## src/rtl/cascade_timebase.sv

```systemverilog
module cascade_timebase #(
  parameter int HALF_W = 16,
  parameter int PSEL_W = 2,
  parameter bit WIDE   = 1'b0
) (
  input  logic                  clk,
  input  logic                  rst,
  input  logic                  sync,
  input  logic [PSEL_W-1:0]     psel,
  input  logic                  rd_req,
  input  logic [1:0]            rd_sel,
  output logic                  rd_valid,
  output logic [2*HALF_W-1:0]   rd_data,
  output logic                  link_o
);
  localparam int FULL_W = 2 * HALF_W;
  localparam int PRE_W  = 2 * ((1 << PSEL_W) - 1) + 1;

  logic [PRE_W-1:0]  pre_q, pre_lim;
  logic              tick;
  logic [FULL_W-1:0] now_val;
  logic [HALF_W-1:0] hold_q;

  assign pre_lim = {PRE_W{1'b1}} >> (PRE_W - 1 - 2 * int'(psel));
  assign tick    = pre_q >= pre_lim;

  always_ff @(posedge clk) begin
    if (rst || sync)  pre_q <= '0;
    else if (tick)    pre_q <= '0;
    else              pre_q <= pre_q + 1'b1;
  end

  generate
    if (WIDE) begin : g_wide
      logic [FULL_W-1:0] cnt_q;
      always_ff @(posedge clk) begin
        if (rst || sync) cnt_q <= '0;
        else if (tick)   cnt_q <= cnt_q + 1'b1;
      end
      assign now_val = cnt_q;
      assign link_o  = 1'b0;


      wide_link_low_chk: assert property (@(posedge clk) disable iff (rst) link_o == 1'b0);

      wide_sync_clear_chk: assert property (@(posedge clk) disable iff (rst)
        sync |=> cnt_q == '0);
    end else begin : g_chain
      localparam logic [HALF_W-1:0] MID = {1'b1, {(HALF_W-1){1'b0}}};
      logic [HALF_W-1:0] lo_q, hi_q, lo_d;
      logic link_q, link_d, link_rise;

      assign lo_d = lo_q + 1'b1;

      always_comb begin
        link_d = link_q;
        if (tick && lo_d == '0)       link_d = 1'b1;
        else if (tick && lo_d == MID) link_d = 1'b0;
      end
      assign link_rise = link_d & ~link_q;

      always_ff @(posedge clk) begin
        if (rst || sync) begin
          lo_q   <= '0;
          hi_q   <= '0;
          link_q <= 1'b1;
        end else begin
          if (tick)      lo_q <= lo_d;
          link_q <= link_d;
          if (link_rise) hi_q <= hi_q + 1'b1;
        end
      end

      assign now_val = {hi_q, lo_q};
      assign link_o  = link_q;


      link_shape_chk: assert property (@(posedge clk) disable iff (rst)
        link_q == !lo_q[HALF_W-1]);

      hi_hold_chk: assert property (@(posedge clk) disable iff (rst)
        (!sync && !(tick && lo_q == '1)) |=> $stable(hi_q));

      hi_step_chk: assert property (@(posedge clk) disable iff (rst)
        (!sync && tick && lo_q == '1) |=> hi_q == HALF_W'($past(hi_q) + 1'b1));

      chain_sync_clear_chk: assert property (@(posedge clk) disable iff (rst)
        sync |=> (lo_q == '0 && hi_q == '0 && link_q));
    end
  endgenerate

  always_ff @(posedge clk) begin
    if (rst) begin
      rd_valid <= 1'b0;
      rd_data  <= '0;
      hold_q   <= '0;
    end else begin
      rd_valid <= rd_req;
      if (rd_req) begin
        case (rd_sel)
          2'd0: begin
            rd_data <= {{HALF_W{1'b0}}, now_val[HALF_W-1:0]};
            hold_q  <= now_val[FULL_W-1:HALF_W];
          end
          2'd1:    rd_data <= {{HALF_W{1'b0}}, hold_q};
          default: rd_data <= now_val;
        endcase
      end
    end
  end


  idle_stable_chk: assert property (@(posedge clk) disable iff (rst)
    (!tick && !sync) |=> $stable(now_val));

  rd_valid_chk: assert property (@(posedge clk) disable iff (rst)
    rd_req |=> rd_valid);

  rd_quiet_chk: assert property (@(posedge clk) disable iff (rst)
    !rd_req |=> !rd_valid);

  held_upper_chk: assert property (@(posedge clk) disable iff (rst)
    (rd_req && rd_sel == 2'd1) |=> rd_data == {{HALF_W{1'b0}}, $past(hold_q)});
endmodule

```

## config.mk

```make
export PLATFORM = sky130hd
export DESIGN_NAME = cascade_timebase
export DESIGN_NICKNAME = d
export VERILOG_FILES = /design/src/rtl/cascade_timebase.sv
export SDC_FILE = /design/constraint.sdc
export NUM_CORES = 1
export LEC_CHECK = 0
export ABC_AREA = 1
export BUFFER_PORTS_ARGS = -buffer_cell sky130_fd_sc_hd__clkbuf_2
export CAP_MARGIN = 20
export CORE_MARGIN = 2
export CORE_UTILIZATION = 45
export CTS_CLUSTER_SIZE = 8
export DETAILED_ROUTE_END_ITERATION = 12
export GPL_TIMING_DRIVEN = 0
export PLACE_DENSITY_LB_ADDON = 0.08
export SETUP_SLACK_MARGIN = 0.4
export SLEW_MARGIN = 30
export SYNTH_ARGS = -nofsm -noshare
export SYNTH_HDL_FRONTEND = slang
export SYNTH_SLANG_ARGS = --single-unit
```

## constraint.sdc

```tcl
create_clock -name clk -period 3.3 [get_ports clk]
set_input_delay 0.165 -clock clk [delete_from_list [all_inputs] [get_ports clk]]
set_output_delay 0.165 -clock clk [all_outputs]
set_load 0.005 [all_outputs]
```

-- Word level (Yosys, flattened, before mapping)
Cells that the tools add are included.
- bits in registers: 89
- bits of input ports: 8
- output and inout port bits: 34
- add/subtract/negate cells: 4
- $lt $le $gt $ge: 1
- eq/ne operators: 2
- shift operators: 1
- multiplexer cells: 3
- bitwise gates (word level): 2
- reductions and logical operators: 7
- operators by type and width (kind ; count):
    $pmux W32 S2 ; 1
    $add A16 B1 Y16 const B ; 2
    $shr A7 B32 Y7 const A ; 1
    $eq A16 B16 Y1 const B ; 1
    $logic_not A16 Y1 ; 1
    $add A7 B1 Y7 const B ; 1
    $ge A7 B7 Y1 ; 1
    $sub A3 B3 Y4 const A ; 1
    $eq A2 B1 Y1 const B ; 1
    $logic_and A1 B1 Y1 ; 2
    $logic_not A2 Y1 ; 1
    $mux W1 ; 2
    $reduce_and A2 Y1 ; 1
    $reduce_or A2 Y1 ; 1
    $and A1 B1 Y1 ; 1
    $logic_or A1 B1 Y1 ; 1
    $not A1 Y1 ; 1

-- Depth between registers and ports, before layout
Gate-level depths: netlist (run 1).
- depth after elaboration: 7
- mapped depth: 14
- mapped depth without buffers: 14

-- Worst setup path after synthesis (run 1)
OpenSTA, ideal clock, no wires.
- kind: flip-flop to flip-flop
- start: register g_chain.lo_q[1]
- end: register g_chain.hi_q[0]
- data arrival time: 1.676 ns
- required time: 3.184 ns
- setup slack: 1.509 ns
- cell stages (with the launch flop): 13
- buffers on the path: 0
- cell sequence: dfxtp_1 -> ha_1 -> nand3_2 -> nor2_4 -> nand3_1 -> nand2_1 -> nand2_1 -> nor2_4 -> nand3_1 -> nor2_2 -> nand2_1 -> nor2_1 -> nor2_1
- word-level cells in the longest chain between the ends: 6
- RTL lines (element ; RTL line ; source):
    from (decl) ; 50 ; logic [HALF_W-1:0] lo_q, hi_q, lo_d;
    from (signal assigned) ; 68 ; if (tick) lo_q <= lo_d;
    $add A16 B1 Y16 * ; 53 ; assign lo_d = lo_q + 1'b1;
    $eq A16 B16 Y1 ; 58 ; else if (tick && lo_d == MID) link_d = 1'b0;
    $logic_and A1 B1 Y1 ; 58 ;
    $mux W1 ; 58 ;
    $mux W1 * ; 57 ; if (tick && lo_d == '0) link_d = 1'b1;
    $and A1 B1 Y1 * ; 60 ; assign link_rise = link_d & ~link_q;
    to (signal assigned) ; 70 ; if (link_rise) hi_q <= hi_q + 1'b1;
    to (decl) ; 50 ;
Every way passes the cells marked *; elsewhere a longest branch is shown, timed or not.
A chain may end at the register's enable or synchronous reset.

-- Worst setup path after layout (run 1)
- start: register pre_q[6]
- end: register g_chain.lo_q[10]
- word-level cells in the longest chain between the ends: 1
- RTL lines (element ; RTL line ; source):
    from (decl) ; 19 ; logic [PRE_W-1:0] pre_q, pre_lim;
    from (signal assigned) ; 30 ; else pre_q <= pre_q + 1'b1;
    $ge A7 B7 Y1 ; 25 ; assign tick = pre_q >= pre_lim;
No other way between the ends.

==> reports/qor.yml, run 1 <==
status:
  status: "complete, no violations"
cts:
  tritoncts: "yes"
  clk_pin_slew_worst_paths_ps: 100
  cts_buffers: 9
  cts-resized-gates: 0
  clock-sinks: 89
  cts_root_buffer: "clkbuf_8"
  hold_buffers: 0
  postCtsSetupRepairBufs: 0
  cts_max_level: 3
  clk_path_buf_depth: 2
  clk_latency_ps: 360
worst_setup_path:
  critPathTopFamily: "simple AND/OR/NAND/NOR gates"
  crit_arrival_ps: 2450
  crit_path_start_kind: "flop"
  crit_start: "pre_q[6]"
  path_class: "flop to flop"
  critical_path.max_stage_delay_ps: 410
  cpMaxStageDelayCell: "clkbuf_1"
  r2r_start: "pre_q[6]"
  path_cells: "ha_1 -> nand2_1 -> nor2_1 -> nand2_1 -> nand3_1 -> clkbuf_1 -> nand2_1 -> o22ai_1"
  worst-path-stages: 8
  required_ps: 3580
  crit_buf_inv: 1
  r2r_cells: 8
  cp_common_cell: "nand2_1"
  crit_path_max_fanout: 10
  end_kind: "flop"
yosys:
  async_flop_share_pct: 0
  yosysTopAreaCell: "dfxtp_1"
  synth_nets: 614
  netlist_area_sq_um: 4340
  synth-edff-count: 0
  yosysSeqAreaShare_pct: 41.0
  synth_area_leaders: "dfxtp_1 (41%), nand2_1 (9.9%), a21oi_1 (6.6%)"
  synth.distinct_cells: 32
  synth_cells: 597
  synth_ff_type: "dfxtp_1"
  yosys-top-cells-count: "nand2_1 (115), dfxtp_1 (89), a21oi_1 (57), nor2_1 (57), inv_1 (56)"
  synth.most_common_cell: "nand2_1"
  synth_area_per_cell_sq_um: 7.27
  synth_top_cell_area_share_pct: 41.0
  yosysWarnings: 0
  synth_seq_cells: 89
sta:
  layout_setup_ws_ps: 1130
  tns_ps: 0
  tightest_slew_ps: 608
  skew_ps: 14.3
  relSlewSlack_pct: 59.3
  fin_crit_sh_pct: 65.7
  holdWs_ps: 37.0
  rsz0062_at_grt: "no"
  slew_viol_final: 0
  final-hold-violation-count: 0
  fmax_ghz: 0.461
  setup_viol: 0
  fin_crit_ps: 2170
routing:
  dr.pass1.iters: 5
  wl_per_cell_um: 14.2
  drcViolationCount: 0
  vias: 4101
  ant_nets: 0
  viasPerCell: 5.24
  first_iter_violations: 196
  drt_wl_total_mm: 11.1
power_and_ir_drop:
  ir_worst_vdd_uv: 251
  cellPowerDensity_nw_per_um2: 393
  p_total_uw: 1920
  p_leak_uw: 0.00190
placement:
  post-place-ws_ps: 1090
  dp_hpwl_mm: 8.47
  portBuffers: 40
  post_dp_cell_area_sq_um: 4700
  place_congestion: 0.861
die:
  num_rows: 35
  start_util_pct: 46.8
  die_h_um: 102
  die_w_um: 102
  core_area_sq_um: 9280
  ioPinCount: 42
  die_area_sq_um: 10400
global_routing:
  antenna_found_initial: 0
  track_usage_pct: 22.3
  grt_pass1_vias: 3715
  grt_overflow: 0
  grt_max_degree: 17
  grt_pass1_wl_mm: 18.1
worst_hold_path:
  min_delay_path_depth: 2
  hp-start: "rst"
  holdCritPathClass: "primary input to flop"
final_layout:
  design_area_sq_um: 4880
  diodes: 0
  area_growth_pct: 12.5
  layout-drive-gt1-share_pct: 13.9
  nets: 665
flow_run:
  cap_violations: 0
==> state kept, by name, indices dropped and copies added (netlist names) <==
| register | count |
|---|---|
| rd_data | 32 |
| g_chain.hi_q | 16 |
| g_chain.lo_q | 16 |
| hold_q | 16 |
| pre_q | 7 |
| link_o | 1 |
| rd_valid | 1 |
==> cells by family after synthesis <==
group                      count (synthesis)  synth area share (%)
and+or+nand+nor                          272                  30.7
DFF                                       89                  41.0
AOI/OAI and AO/OA                        132                  16.3
xor gates and xnor gates                  10                  2.02
adders and majority gates                  9                  2.59
buffers and inverters                     85                  7.35
==> power breakdown <==
| part | switching, uW | internal (uW) | total, uW |
|---|---|---|---|
| combinational | 75.9 | 34.0 | 110 |
| clock | 424 | 283 | 707 |
| sequential | 8.53 | 1090 | 1100 |
| total | 508 | 1410 | 1920 |
==> through the flow <==
stage / std cells / util, %
2_1_floorplan: 597 / -
4_1_cts: 782 / 52.6
5_1_grt: 782 / 52.6
6_report: 782 / 52.6
3_3_place_gp: 766 / 50.6
3_5_place_dp: 766 / 50.6
==> layout by cell type, fill, tap and decap left out, types with 4 or more instances in the layout <==
cell type / instances
a21oi_1: 57
clkbuf_1: 22
clkbuf_2: 40
clkbuf_8: 9
clkinv_1: 5
dfxtp_1: 89
ha_1: 9
inv_1: 56
nand2_1: 115
nand2_2: 5
nand3_1: 44
nand4_1: 19
nor2_1: 57
nor2_2: 6
nor2_4: 11
nor3_1: 4
o21ai_0: 51
o22ai_1: 9
o31ai_1: 9
xor2_1: 7
==> metal layers <==
layer / routed length, um / global-route usage [%]
met5: 0 / 0
met4: 178 / 7.59
met3: 463 / 3.01
met2: 4970 / 35.3
met1: 5530 / 31.5
==> path summary, 6_finish.rpt <==
check / end / slack, ps
worst max-delay path: g_chain.lo_q[10] / 1130
worst max register to register: g_chain.lo_q[10] / 1130
worst min register to register: hold_q[9] / 460
worst min-delay path: rd_data[21] / 40
==> worst reg2reg max path: stages (launching register included) <==
cell	delay [ps]
dfxtp_1	330
ha_1	290
nand2_1	70
nor2_1	120
nand2_1	60
nand3_1	140
clkbuf_1	410
nand2_1	380
o22ai_1	280
==> layout make-up <==
type                            instances  area, sq um
Buffer                                 21         78.8
Clock buffer                           10          128
Clock inverter                          6         51.3
Fill cell                             966         4400
Inverter                               64          240
Multi-Input combinational cell        423         2240
Sequential cell                        89         1780
Tap cell                              129          161
Timing Repair Buffer                   40          200
No activity file was read; power rests on OpenSTA's default activity.
==> run 2: changes to the inputs <==
==> constraint.sdc (replaced) <==
create_clock -name clk -period 2.23 [get_ports clk]
set_input_delay 0.1115 -clock clk [delete_from_list [all_inputs] [get_ports clk]]
set_output_delay 0.1115 -clock clk [all_outputs]
set_load 0.005 [all_outputs]
==> reports/qor.yml, run 2 (same netlist as run 1, synthesis figures left out) <==
global_routing:
  grt_max_degree: 17  # unchanged
  track_usage_pct: 23.1  # was 22.3%
  grt_overflow: 0  # unchanged
  antenna_found_initial: 0  # unchanged
  grt_pass1_wl_mm: 18.8  # was 18.1 mm
  grt_pass1_vias: 3834  # was 3715
worst_setup_path:
  r2r_start: "g_chain.lo_q[0]"  # was pre_q[6]
  required_ps: 2510  # was 3580 ps
  end_kind: "flop"  # unchanged
  path_cells: "buf_6 -> inv_4 -> nor2_4 -> nand2_2 -> buf_4 -> nor2_1 -> nand2_2 -> nand2_4 -> nor2_2 -> nand2_1 -> nor2_2 -> nand4_4 -> nand2_1 -> a21oi_1"  # was ha_1 -> nand2_1 -> nor2_1 -> nand2_1 -> nand3_1 -> clkbuf_1 -> nand2_1 -> o22ai_1
  cpMaxStageDelayCell: "dfxtp_4"  # was clkbuf_1
  path_class: "flop to flop"  # unchanged
  critical_path.max_stage_delay_ps: 380  # was 410 ps
  rr_endpoint: "g_chain.hi_q[12]"  # was g_chain.lo_q[10]
  crit_path_start_kind: "flop"  # unchanged
  crit_arrival_ps: 2230  # was 2450 ps
  crit_path_max_fanout: 8  # was 10
  rrSetupSlack_ps: 280  # was 1130 ps
  r2r_cells: 14  # was 8
die:
  core_area_sq_um: 9280  # unchanged
  ioPinCount: 42  # unchanged
  die_area_sq_um: 10400  # unchanged
  num_rows: 35  # unchanged
  die_h_um: 102  # unchanged
  start_util_pct: 46.8  # unchanged
  die_w_um: 102  # unchanged
final_layout:
  multiInputGateArea_sq_um: 2510  # was 2240 sq um
  register_area_sq_um: 1820  # was 1780 sq um
  nets: 686  # was 665
  layout_commonest_cell: "nand2_1"  # unchanged
  regMostFlops: "rd_data"  # unchanged
  utilization_pct: 58.0  # was 52.6%
  largest_reg_flops: 32  # unchanged
  fin_cells: 803  # was 782
  layout_common_cells: "nand2_1 (92), dfxtp_1 (72), inv_1 (54), a21oi_1 (54), o21ai_0 (49)"  # was nand2_1 (115), dfxtp_1 (89), nor2_1 (57), a21oi_1 (57), inv_1 (56)
  layout-drive-gt1-share_pct: 28.0  # was 13.9%
  diodes: 0  # unchanged
  num-fill-cells: 899  # was 966
  area_growth_pct: 24.0  # was 12.5%
worst_hold_path:
  hp-start: "rd_sel[0]"  # was rst
  hold_end: "rd_data[2]"  # was rd_data[21]
  holdCritPathClass: "primary input to flop"  # unchanged
  min_delay_path_depth: 3  # was 2
power_and_ir_drop:
  p_int_uw: 2080  # was 1410 uW
  power_frac_comb_pct: 5.9  # was 5.7%
  p_sw_share_pct: 26.5  # about the same
  p_seq_share_pct: 57.3  # was 57.4%
  power.switching_uw: 752  # was 508 uW
  ir_worst_vdd_uv: 368  # was 251 uV
  cellPowerDensity_nw_per_um2: 527  # was 393 nW/um^2
  p_leak_uw: 0.00211  # was 0.00190 uW
  clock_power_share_pct: 36.8  # about the same
placement:
  dp_cells: 766  # unchanged
  place_congestion: 0.861  # unchanged
  dp_hpwl_mm: 8.47  # unchanged
  portBuffers: 40  # unchanged
sta:
  tightest_slew_ps: 647  # was 608 ps
  rsz0062_at_grt: "yes"  # was no
  slew_viol_final: 0  # unchanged
  fin_crit_sh_pct: 87.6  # was 65.7%
  setup_viol: 0  # unchanged
  fin_crit_ps: 1950  # was 2170 ps
  skew_ps: 12.4  # was 14.3 ps
  final-hold-violation-count: 0  # unchanged
  relSlewSlack_pct: 56.7  # was 59.3%
  holdWs_ps: 73.4  # was 37.0 ps
  fmax_ghz: 0.512  # was 0.461 GHz
  tns_ps: 0  # unchanged
status:
  status: "complete, no violations"  # unchanged
cts:
  clk_path_buf_depth: 2  # unchanged
  clk_pin_slew_worst_paths_ps: 100  # about the same
  cts_buffers: 9  # unchanged
  clk_latency_ps: 360  # about the same
  cts_root_buffer: "clkbuf_8"  # unchanged
  cts_max_level: 3  # unchanged
  tritoncts: "yes"  # unchanged
  clock-sinks: 89  # unchanged
routing:
  vias: 4205  # was 4101
  met3RoutedLength_um: 472  # was 463 um
  dr.pass1.iters: 4  # was 5
  wl_met1_mm: 5.70  # was 5.53 mm
  first_iter_violations: 225  # was 196
  drcViolationCount: 0  # unchanged
  viasPerCell: 5.24  # about the same
  met2_length_mm: 5.47  # was 4.97 mm
  ant_nets: 0  # unchanged
  drt_wl_total_mm: 11.8  # was 11.1 mm
  wl_per_cell_um: 14.7  # was 14.2 um
  dr.max_layer_used: "met4"  # unchanged
flow_run:
  cap_violations: 0  # unchanged
==> run 2: area by class of cell <==
| type | count | area share, % |
|---|---|---|
| tap | 129 | 3.00 |
| clock inverter | 6 | 0.953 |
| clock buffer | 10 | 2.37 |
| multi-input combinational | 423 | 46.7 |
| inverter | 64 | 4.56 |
| sequential | 89 | 33.7 |
| timing repair buffer | 61 | 7.07 |
| buffer | 21 | 1.63 |
==> run 2: repair_timing <==
item,4_1_cts,5_1_grt
pin swaps,40,25
hold endpoints to repair,2,0
buffers inserted,10,10
gates resized for setup,69,42
setup endpoints to repair,37,35
hold buffers,1,0
==> run 2: worst max path at each step <==
stage	start	end	slack (ps)	cells after the start
2_1_floorplan	g_chain.lo_q[1]	g_chain.hi_q[0]	440	12
3_3_place_gp	g_chain.lo_q[0]	g_chain.hi_q[1]	130	12
3_5_place_dp	pre_q[6]	g_chain.lo_q[10]	70	8
4_1_cts	g_chain.lo_q[1]	g_chain.hi_q[12]	330	11
5_1_grt	g_chain.lo_q[1]	g_chain.hi_q[11]	120	12
6_report	g_chain.lo_q[0]	g_chain.hi_q[12]	280	14
==> run 2: routing by layer <==
metal | up-vias | track usage, %
met5 | - | 0
met3 | 16 | 2.67
met1 | 1946 | 32.5
li1 | 2138 | -
met4 | 0 | 8.31
met2 | 105 | 36.8
==> run 2: power by group through the flow <==
stage	Sequential (uW)	Combinational (uW)	Clock (uW)
5_1_grt	1630	191	1130
2_1_floorplan	1670	102	0
4_1_cts	1630	165	1060
3_5_place_dp	1670	162	0
6_report	1620	168	1040
3_3_place_gp	1670	160	0
==> run 2: worst max-delay path, delay by kind of cell, from the launching register on <==
kind                   cells  cell delay [ps]
AO/OA/AOI/OAI              1              150
buffers and inverters      3              310
AND/OR/NAND/NOR           10             1030
flip-flops                 1              380
==> run 2: through the flow <==
| step | setup slack, ps | area [sq um] | power, uW |
|---|---|---|---|
| 6_report | 276 | 5380 | 2840 |
| 5_1_grt | 124 | 5380 | 2950 |
| 4_1_cts | 328 | 5180 | 2860 |
| 3_5_place_dp | 74.0 | 4700 | 1830 |
| 3_3_place_gp | 128 | 4700 | 1830 |
| 2_1_floorplan | 439 | 4340 | 1770 |
==> run 3: changes to the inputs <==
--- a/config.mk
+++ b/config.mk
@@ -12,7 +12,6 @@
 export CORE_UTILIZATION = 45
 export CTS_CLUSTER_SIZE = 8
 export DETAILED_ROUTE_END_ITERATION = 12
-export GPL_TIMING_DRIVEN = 0
 export PLACE_DENSITY_LB_ADDON = 0.08
 export SETUP_SLACK_MARGIN = 0.4
 export SLEW_MARGIN = 30
==> reports/qor.yml, run 3 (same netlist as run 1, synthesis figures left out) <==
cts:
  clk_path_buf_depth: 2  # unchanged
  hold_buffers: 0  # was 1
  tritoncts: "yes"  # unchanged
  clock-sinks: 89  # unchanged
  cts_buffers: 9  # unchanged
  clk_latency_ps: 370  # was 360 ps
  cts_max_level: 3  # unchanged
  clk_pin_slew_worst_paths_ps: 100  # about the same
  cts_root_buffer: "clkbuf_8"  # unchanged
flow_run:
  cap_violations: 0  # unchanged
final_layout:
  layout_commonest_cell: "nand2_1"  # unchanged
  multiInputGateArea_sq_um: 2460  # was 2510 sq um
  diodes: 0  # unchanged
  layout_common_cells: "nand2_1 (97), dfxtp_1 (73), a21oi_1 (57), inv_1 (55), o21ai_0 (50)"  # was nand2_1 (92), dfxtp_1 (72), inv_1 (54), a21oi_1 (54), o21ai_0 (49)
  design_area_sq_um: 5400  # was 5380 sq um
  num-fill-cells: 907  # was 899
  layout-drive-gt1-share_pct: 28.8  # was 28.0%
  area_growth_pct: 24.5  # was 24.0%
  largest_reg_flops: 32  # unchanged
  register_area_sq_um: 1830  # was 1820 sq um
  regMostFlops: "rd_data"  # unchanged
  fin_cells: 799  # was 803
  nets: 682  # was 686
die:
  die_area_sq_um: 10400  # unchanged
  num_rows: 35  # unchanged
  die_h_um: 102  # unchanged
  die_w_um: 102  # unchanged
  core_area_sq_um: 9280  # unchanged
  ioPinCount: 42  # unchanged
  start_util_pct: 46.8  # unchanged
worst_setup_path:
  required_ps: 2530  # was 2510 ps
  path_class: "flop to flop"  # unchanged
  path_cells: "ha_4 -> nand2_2 -> nor2_4 -> nand2_1 -> nand3_1 -> nor2_2 -> nand4_1 -> nor2_4 -> nand4_4 -> nor2_2 -> nor2_1 -> nor2_1"  # was buf_6 -> inv_4 -> nor2_4 -> nand2_2 -> buf_4 -> nor2_1 -> nand2_2 -> nand2_4 -> nor2_2 -> nand2_1 -> nor2_2 -> nand4_4 -> nand2_1 -> a21oi_1
  crit_start: "g_chain.lo_q[0]"  # unchanged
  critPathTopFamily: "simple AND/OR/NAND/NOR gates"  # unchanged
  crit_path_max_fanout: 7  # was 8
  cpMaxStageDelayCell: "dfxtp_4"  # unchanged
  crit_buf_inv: 0  # was 3
  r2r_cells: 12  # was 14
  crit_path_start_kind: "flop"  # unchanged
  r2r_start: "g_chain.lo_q[0]"  # unchanged
  critical_path.max_stage_delay_ps: 380  # about the same
  end_kind: "flop"  # unchanged
  crit_arrival_ps: 2220  # was 2230 ps
  worst-path-stages: 12  # was 14
global_routing:
  grt_max_degree: 37  # was 17
  track_usage_pct: 23.4  # was 23.1%
  grt_pass1_wl_mm: 18.9  # was 18.8 mm
  antenna_found_initial: 0  # unchanged
  grt_overflow: 0  # unchanged
  grt_pass1_vias: 3857  # was 3834
sta:
  setup_viol: 0  # unchanged
  fin_crit_ps: 1920  # was 1950 ps
  final-hold-violation-count: 0  # unchanged
  layout_setup_ws_ps: 309  # was 276 ps
  fin_crit_sh_pct: 86.1  # was 87.6%
  relSlewSlack_pct: 70.1  # was 56.7%
  rsz0062_at_grt: "yes"  # unchanged
  slew_viol_final: 0  # unchanged
  tightest_slew_ps: 447  # was 647 ps
  skew_ps: 15.4  # was 12.4 ps
  tns_ps: 0  # unchanged
  fmax_ghz: 0.521  # was 0.512 GHz
worst_hold_path:
  hp-start: "rd_sel[0]"  # unchanged
  holdCritPathClass: "primary input to flop"  # unchanged
  min_delay_path_depth: 3  # unchanged
routing:
  met2_length_mm: 5.40  # was 5.47 mm
  wl_met1_mm: 5.39  # was 5.70 mm
  met3RoutedLength_um: 446  # was 472 um
  viasPerCell: 5.20  # was 5.24
  vias: 4151  # was 4205
  drcViolationCount: 0  # unchanged
  dr.pass1.iters: 5  # was 4
  ant_nets: 0  # unchanged
  wl_per_cell_um: 14.3  # was 14.7 um
  dr.max_layer_used: "met4"  # unchanged
  drt_wl_total_mm: 11.5  # was 11.8 mm
  first_iter_violations: 144  # was 225
power_and_ir_drop:
  p_total_uw: 2970  # was 2840 uW
  ir_worst_vdd_uv: 283  # was 368 uV
  cellPowerDensity_nw_per_um2: 549  # was 527 nW/um^2
  p_leak_uw: 0.00216  # was 0.00211 uW
placement:
  post-place-ws_ps: 110  # was 74.0 ps
  dp_hpwl_mm: 8.21  # was 8.47 mm
  place_congestion: 0.906  # was 0.861
  dp_cells: 758  # was 766
  post_dp_cell_area_sq_um: 4720  # was 4700 sq um
  portBuffers: 41  # was 40
status:
  status: "complete, no violations"  # unchanged
[run 3: worst paths after layout]
kind	to	slack, ps
max	g_chain.hi_q[8]	310
min	rd_data[2]	50
min reg2reg	hold_q[5]	450
max reg2reg	g_chain.hi_q[8]	310
[run 3: metrics by stage]
stage | hold slack, ps | util (%)
global route | 69.4 | 58.2
detailed placement | 441 | 50.8
CTS | 47.6 | 56.8
finish | 49.7 | 58.2
global placement | 433 | 50.8
floorplan | 181 | -
[run 3: timing repair]
item,in CTS,in global routing
buffers inserted,20,5
resized for setup,65,27
setup endpoints to repair,29,34
pin swaps,38,23
cloned,0,0
[run 3: metal layers]
layer / global-route usage, % / vias to the layer above
met3: 3.01 / 18
met2: 37.9 / 78
met1: 32.1 / 1928
met4: 8.31 / 0
met5: 0 / -
li1: - / 2127
[run 3: worst min-delay path, cell delays in order]
cell and delay (ps):
clkbuf_2 100, nand3_1 90, a31oi_1 80
[run 3: layout make-up]
type,count,share of cell area [%]
sequential,89,33.8
clock inverter,7,1.62
timing repair buffer,78,9.15
tap,129,2.99
multi-input combinational,423,45.6
inverter,64,4.52
clock buffer,9,2.29
[run 3: where the power goes]
| group | switching, uW | internal, uW | total (uW) |
|---|---|---|---|
| clock | 642 | 541 | 1180 |
| combinational | 108 | 56.7 | 165 |
| sequential | 12.3 | 1610 | 1620 |
